### src/rtl/rxf_pkg.sv
package rxf_pkg;
    localparam int STA_BYTES  = 6;
    localparam int HASH_BITS  = 64;
    localparam int HASH_BYTES = HASH_BITS / 8;
    localparam int IDX_W      = $clog2(HASH_BITS);
    localparam int ADDR_W     = 4;
    localparam int CFG_W      = 6;
    localparam int HASH_BASE  = STA_BYTES;
    localparam int CFG_ADDR   = HASH_BASE + HASH_BYTES;

    // configuration bit positions
    localparam int C_KEEP_ERR = 0;
    localparam int C_RUNT_OK  = 1;
    localparam int C_BCAST    = 2;
    localparam int C_MCAST    = 3;
    localparam int C_PROMISC  = 4;
    localparam int C_MONITOR  = 5;

    typedef struct packed {
        logic [STA_BYTES*8-1:0] sta;
        logic [HASH_BITS-1:0]   hash;
        logic [CFG_W-1:0]       cfg;
    } regs_t;

    typedef struct packed {
        logic valid;
        logic take;
        logic group;
    } dec_t;
endpackage

### src/rtl/rxf_regs.sv
module rxf_regs
    import rxf_pkg::*;
(
    input  logic                   clk,
    input  logic                   rst_n,
    input  logic                   we,
    input  logic [ADDR_W-1:0]      addr,
    input  logic [7:0]             wdata,
    output logic [STA_BYTES*8-1:0] sta,
    output logic [HASH_BITS-1:0]   hash,
    output logic [CFG_W-1:0]       cfg
);
    regs_t r_d, r_q;

    always_comb begin
        r_d = r_q;
        if (we) begin
            for (int k = 0; k < STA_BYTES; k++) begin
                if (addr == ADDR_W'(k))
                    r_d.sta[8*(STA_BYTES-1-k) +: 8] = wdata;
            end
            for (int k = 0; k < HASH_BYTES; k++) begin
                if (addr == ADDR_W'(HASH_BASE + k))
                    r_d.hash[8*k +: 8] = wdata;
            end
            if (addr == ADDR_W'(CFG_ADDR))
                r_d.cfg = wdata[CFG_W-1:0];
        end
    end

    always_ff @(posedge clk or negedge rst_n) begin
        if (!rst_n) r_q <= '0;
        else        r_q <= r_d;
    end

    assign sta  = r_q.sta;
    assign hash = r_q.hash;
    assign cfg  = r_q.cfg;
endmodule

### src/rtl/rxf_match.sv
module rxf_match
    import rxf_pkg::*;
(
    input  logic [STA_BYTES*8-1:0] dst,
    input  logic [IDX_W-1:0]       idx,
    input  logic [STA_BYTES*8-1:0] sta,
    input  logic [HASH_BITS-1:0]   hash,
    input  logic [CFG_W-1:0]       cfg,
    input  logic                   runt,
    input  logic                   crc_err,
    input  logic                   align_err,
    output logic                   take,
    output logic                   group
);
    localparam int GRP_BIT = STA_BYTES*8 - 8;

    logic [STA_BYTES-1:0] byte_eq;
    logic                 is_grp, is_bcast, addr_hit, qual_ok;

    // per-byte comparators of the station address
    for (genvar k = 0; k < STA_BYTES; k++) begin : g_eq
        assign byte_eq[k] = (dst[8*k +: 8] == sta[8*k +: 8]);
    end

    always_comb begin
        is_grp   = dst[GRP_BIT];
        is_bcast = &dst;
        if (is_grp) begin
            // broadcast is decided before any hash lookup
            if (is_bcast) addr_hit = cfg[C_BCAST];
            else          addr_hit = cfg[C_MCAST] & hash[idx];
        end else begin
            addr_hit = cfg[C_PROMISC] | (&byte_eq);
        end
        qual_ok = (cfg[C_KEEP_ERR] | ~(crc_err | align_err))
                & (cfg[C_RUNT_OK]  | ~runt)
                & ~cfg[C_MONITOR];
        take  = addr_hit & qual_ok;
        group = take & is_grp;
    end
endmodule

### src/rtl/rx_addr_filter.sv
module rx_addr_filter
    import rxf_pkg::*;
(
    input  logic        clk,
    input  logic        rst_n,
    input  logic        cfg_we,
    input  logic [3:0]  cfg_addr,
    input  logic [7:0]  cfg_wdata,
    input  logic        frm_valid,
    input  logic [47:0] frm_dst,
    input  logic [5:0]  frm_hash_idx,
    input  logic        frm_runt,
    input  logic        frm_crc_err,
    input  logic        frm_align_err,
    output logic        acc_valid,
    output logic        acc_take,
    output logic        acc_group
);
    logic [STA_BYTES*8-1:0] sta_w;
    logic [HASH_BITS-1:0]   hash_w;
    logic [CFG_W-1:0]       cfg_w;
    logic                   m_take, m_group;
    dec_t                   dec_d, dec_q;

    rxf_regs u_regs (
        .clk   (clk),
        .rst_n (rst_n),
        .we    (cfg_we),
        .addr  (cfg_addr),
        .wdata (cfg_wdata),
        .sta   (sta_w),
        .hash  (hash_w),
        .cfg   (cfg_w)
    );

    rxf_match u_match (
        .dst       (frm_dst),
        .idx       (frm_hash_idx),
        .sta       (sta_w),
        .hash      (hash_w),
        .cfg       (cfg_w),
        .runt      (frm_runt),
        .crc_err   (frm_crc_err),
        .align_err (frm_align_err),
        .take      (m_take),
        .group     (m_group)
    );

    always_comb begin
        dec_d.valid = frm_valid;
        dec_d.take  = frm_valid & m_take;
        dec_d.group = frm_valid & m_group;
    end

    always_ff @(posedge clk or negedge rst_n) begin
        if (!rst_n) dec_q <= '0;
        else        dec_q <= dec_d;
    end

    assign acc_valid = dec_q.valid;
    assign acc_take  = dec_q.take;
    assign acc_group = dec_q.group;
endmodule

### config.mk
export PLATFORM = sky130hd
export DESIGN_NAME = rx_addr_filter
export DESIGN_NICKNAME = d
export VERILOG_FILES = /design/src/rtl/rxf_pkg.sv /design/src/rtl/rxf_regs.sv /design/src/rtl/rxf_match.sv /design/src/rtl/rx_addr_filter.sv
export SDC_FILE = /design/constraint.sdc
export NUM_CORES = 1
export LEC_CHECK = 0
export BUFFER_PORTS_ARGS = -buffer_cell sky130_fd_sc_hd__buf_2
export CELL_PAD_IN_SITES_DETAIL_PLACEMENT = 1
export CELL_PAD_IN_SITES_GLOBAL_PLACEMENT = 1
export CORE_MARGIN = 3
export CORE_UTILIZATION = 48
export CTS_CLUSTER_DIAMETER = 30
export DETAILED_ROUTE_END_ITERATION = 6
export PLACE_DENSITY_LB_ADDON = 0.1
export REMOVE_ABC_BUFFERS = 1
export SLEW_MARGIN = 10
export SYNTH_ARGS = -nofsm -noshare
export SYNTH_HDL_FRONTEND = slang
export SYNTH_SLANG_ARGS = --single-unit
export TNS_END_PERCENT = 20
### constraint.sdc
create_clock -name clk -period 1.8 [get_ports clk]
set_clock_uncertainty 0.05 [all_clocks]
set_input_delay 0.27 -clock clk [delete_from_list [all_inputs] [get_ports clk]]
set_output_delay 0.27 -clock clk [all_outputs]
set_load 0.01 [all_outputs]
==> impl_results.md <==
* Status: finished, final reports clean
* Synth top area share at 52.1%
* Slew Viols, Final at 0
* Crit path buf inv count at 0
* Filler cells at 1144
* Layout Nets at 581
* Crit path largest cell delay at 500 ps
* Vias in the first global route at 4283
* MaxCap Viol Count at 0
* I/O pins at 76
* Number of storage elements in the synthesis netlist at 121
* Worst hold path type: in -> reg
* Setup crit start kind: flip-flop
* Routability cong. at 0.806
* Critical Path Slowest Stage Cell: mux4_2
* DR iter-0 viols at 177
* Min Hold Slack at 145 ps
* Worst-margin pin slew at 583 ps
* Starting Density at 50.1%
* Top delay family on crit path: multiplexers
* Clock slew at reported path FFs at 60 ps
* Post-DP HPWL at 10600 um
* Sw Ratio at 25.8%
* Final period util at approximately 97%
* TritonRoute pass-1 iters at 4
* First-pass GRT wire length at 24400 um
* Syn_area_per_cell at 14.2 um2
* Worst skew pair latency at 410 ps
* Root buffer cell: clkbuf_16
* VDD IR-drop max at 0.799 mV
* Worst EP arrival at 1990 ps
* Max Root-Sink Buffers at 2
* Synth Instances at 410
* # DRC at 0
* RSZ-0062 raised after global routing: yes
* CTS Buf Count at 17
* Worst Hold Depth at 2
* DR WL/cell at 23.7 um
* NetSw at between 2 and 2.5 mW
* EDFF count, synth at 0
* Top FF cell, synth: dfrtp_1
* Fin. Hold Viols at 0
* Die W at 116 um
* Synth Cell Area at 5820 um2
* Ordered cell list for the critical path: mux4_2 > mux2i_2 > nand2_1 > nand4_1 > nand3_2 > o211a_1
* Clock sink count at 121
* Seq pwr share at 43.7%
* Critical path capture point type: flip-flop
* Gr ovfl total at 0
* Post-route ant nets at 0
* Die height at roughly 120 um
* Die ar. at 13500 um2
* Core ar. at 11600 um2
* Critical path peak fanout at 2
* Synth area leaders: dfrtp_1, mux2_2, xnor2_1
* CTS tree: done
* Max-slew headroom at 61.1%
* Total power at 8.58 mW
* Sequential fraction of the synthesis area at approximately 52%
* Largest net degree at the start of global routing at 76
* Asr flop ratio synth at 100%
* H-tree lvl count at 4
* FMAX at 574 MHz
* Leak at 3.08 nW
* Internal power at 6.37 mW
* Critical path class: reg -> reg
* Total number of vias at 3857
* Quantity of I/O buffers inserted on ports at 75
* Clock Power Share at 38.4%
* Row count at 39
* Logic pwr share at 17.9%
* PD cells at ~1200 nW/um2
* Ant diodes at 0
* Yosys warnings at 0
* GRT Overall Usage at ~25%
* Area leader, netlist: dfrtp_1
* Post CTS Setup Buffer Count at 0
* DR vias/cell at between 5 and 6
* Final setup viols at 0
* Worst Path Required at 2050 ps
* Post-synth cell types at 31
* Min cycle time layout at ~1700 ps
* Layout area overhead at 21.5%
* Layout cell share with drive strength beyond 1 at approximately 50%
* Number of cells on the critical path at 6
* Depth of the most critical reg-to-reg path at 6
* Antenna violations before repair at 0
* Routed WL at 15800 um
cells in the mapped netlist, types with 3 or more instances:
master      n
dfrtp_1   121
mux2_2    108
xnor2_1    48
nand4_1    28
nor2_1     14
clkbuf_1   13
mux2_1     10
mux4_2     10
mux2i_1     6
mux4_1      6
nor4_1      6
nand2b_1    5
nand2_1     4
nand3_1     4
nand3b_1    4
nor2b_1     3
logic make-up after synthesis:
logic type,Yosys count,share of synthesized area [%]
XOR/XNOR,48,7.23
AND/OR/NAND/NOR,74,7.25
AO/OA/AOI/OAI,6,0.861
buffers and inverters,21,2.13
flip-flops,121,52.1
multiplexers,140,30.5
what timing repair did:
item / 4_1_cts / 5_1_grt
hold buffers: 2 / 0
endpoints found under the setup margin: 1 / 2
hold endpoints to repair: 122 / 0
pin swaps: 2 / 0
gates resized for setup: 2 / 5
area by class of cell:
| cell class | instances | area, um2 | share of cell area, % |
|---|---|---|---|
| clock buffers | 19 | 453 | 6.41 |
| well taps | 143 | 179 | 2.53 |
| inverters | 2 | 7.51 | 0.106 |
| multi-input cells | 268 | 2680 | 37.9 |
| flip-flops and latches | 121 | 3030 | 42.9 |
| clock inverters | 13 | 128 | 1.81 |
| repair buffers | 98 | 593 | 8.40 |
worst paths after layout:
path,slack [ps],start,end
worst min register to register,450,u_regs.hash[27],u_regs.hash[27]
worst max register to register,60,u_regs.hash[51],acc_take
min in group asynchronous,330,rst_n,u_regs.sta[39]
max in group asynchronous,970,rst_n,u_regs.hash[23]
worst min-delay path,150,frm_dst[40],acc_group
worst max-delay path,60,u_regs.hash[51],acc_take
state kept, by name, summed over array words and instances (netlist names):
register and flops:
acc_valid 1, u_regs.cfg 6, u_regs.sta 48, acc_group 1, u_regs.hash 64, acc_take 1
per-stage QoR:
stage	TNS (ps)	instances	setup WS (ps)	util [%]	instance area, um2
after floorplan	0	391	185	-	5700
after global placement	-154	630	-96.4	55.5	6450
after detailed placement	-206	630	-123	55.5	6450
after CTS	0	664	21.2	60.8	7070
after global routing	-35.0	664	-35.0	60.8	7060
final	0	664	57.7	60.8	7060
layout by cell type, fill, tap and decap left out, types with 4 or more instances in the layout:
| cell | netlist | routed |
|---|---|---|
| mux2_2 | 108 | 108 |
| clkinvlp_4 | 0 | 5 |
| nor4_1 | 6 | 5 |
| dfrtp_1 | 121 | 121 |
| clkinv_2 | 0 | 6 |
| mux2_1 | 10 | 10 |
| xnor2_1 | 48 | 48 |
| buf_2 | 2 | 74 |
| nand2b_1 | 5 | 5 |
| nor2_1 | 14 | 14 |
| clkbuf_16 | 0 | 17 |
| nand3b_1 | 4 | 4 |
| mux4_2 | 10 | 13 |
| mux2i_1 | 6 | 5 |
| nand2_1 | 4 | 4 |
| nand4_1 | 28 | 28 |
| buf_4 | 0 | 19 |
metal layers:
| metal | track usage [%] | share of wire [%] |
|---|---|---|
| met5 | 0 | 0 |
| met4 | 9.98 | 2.3 |
| met3 | 5.01 | 3.3 |
| met2 | 44.6 | 53 |
| met1 | 30.4 | 42 |
power by group through the flow:
stage / Combinational, mW / Clock [mW] / Sequential (mW)
2_1_floorplan: 1.06 / 0 / 3.63
3_3_place_gp: 1.45 / 0 / 3.73
3_5_place_dp: 1.51 / 0 / 3.78
4_1_cts: 1.55 / 3.35 / 3.75
5_1_grt: 1.68 / 3.50 / 3.82
6_report: 1.54 / 3.30 / 3.75
Note: power is estimated with default switching activity, not from simulation.
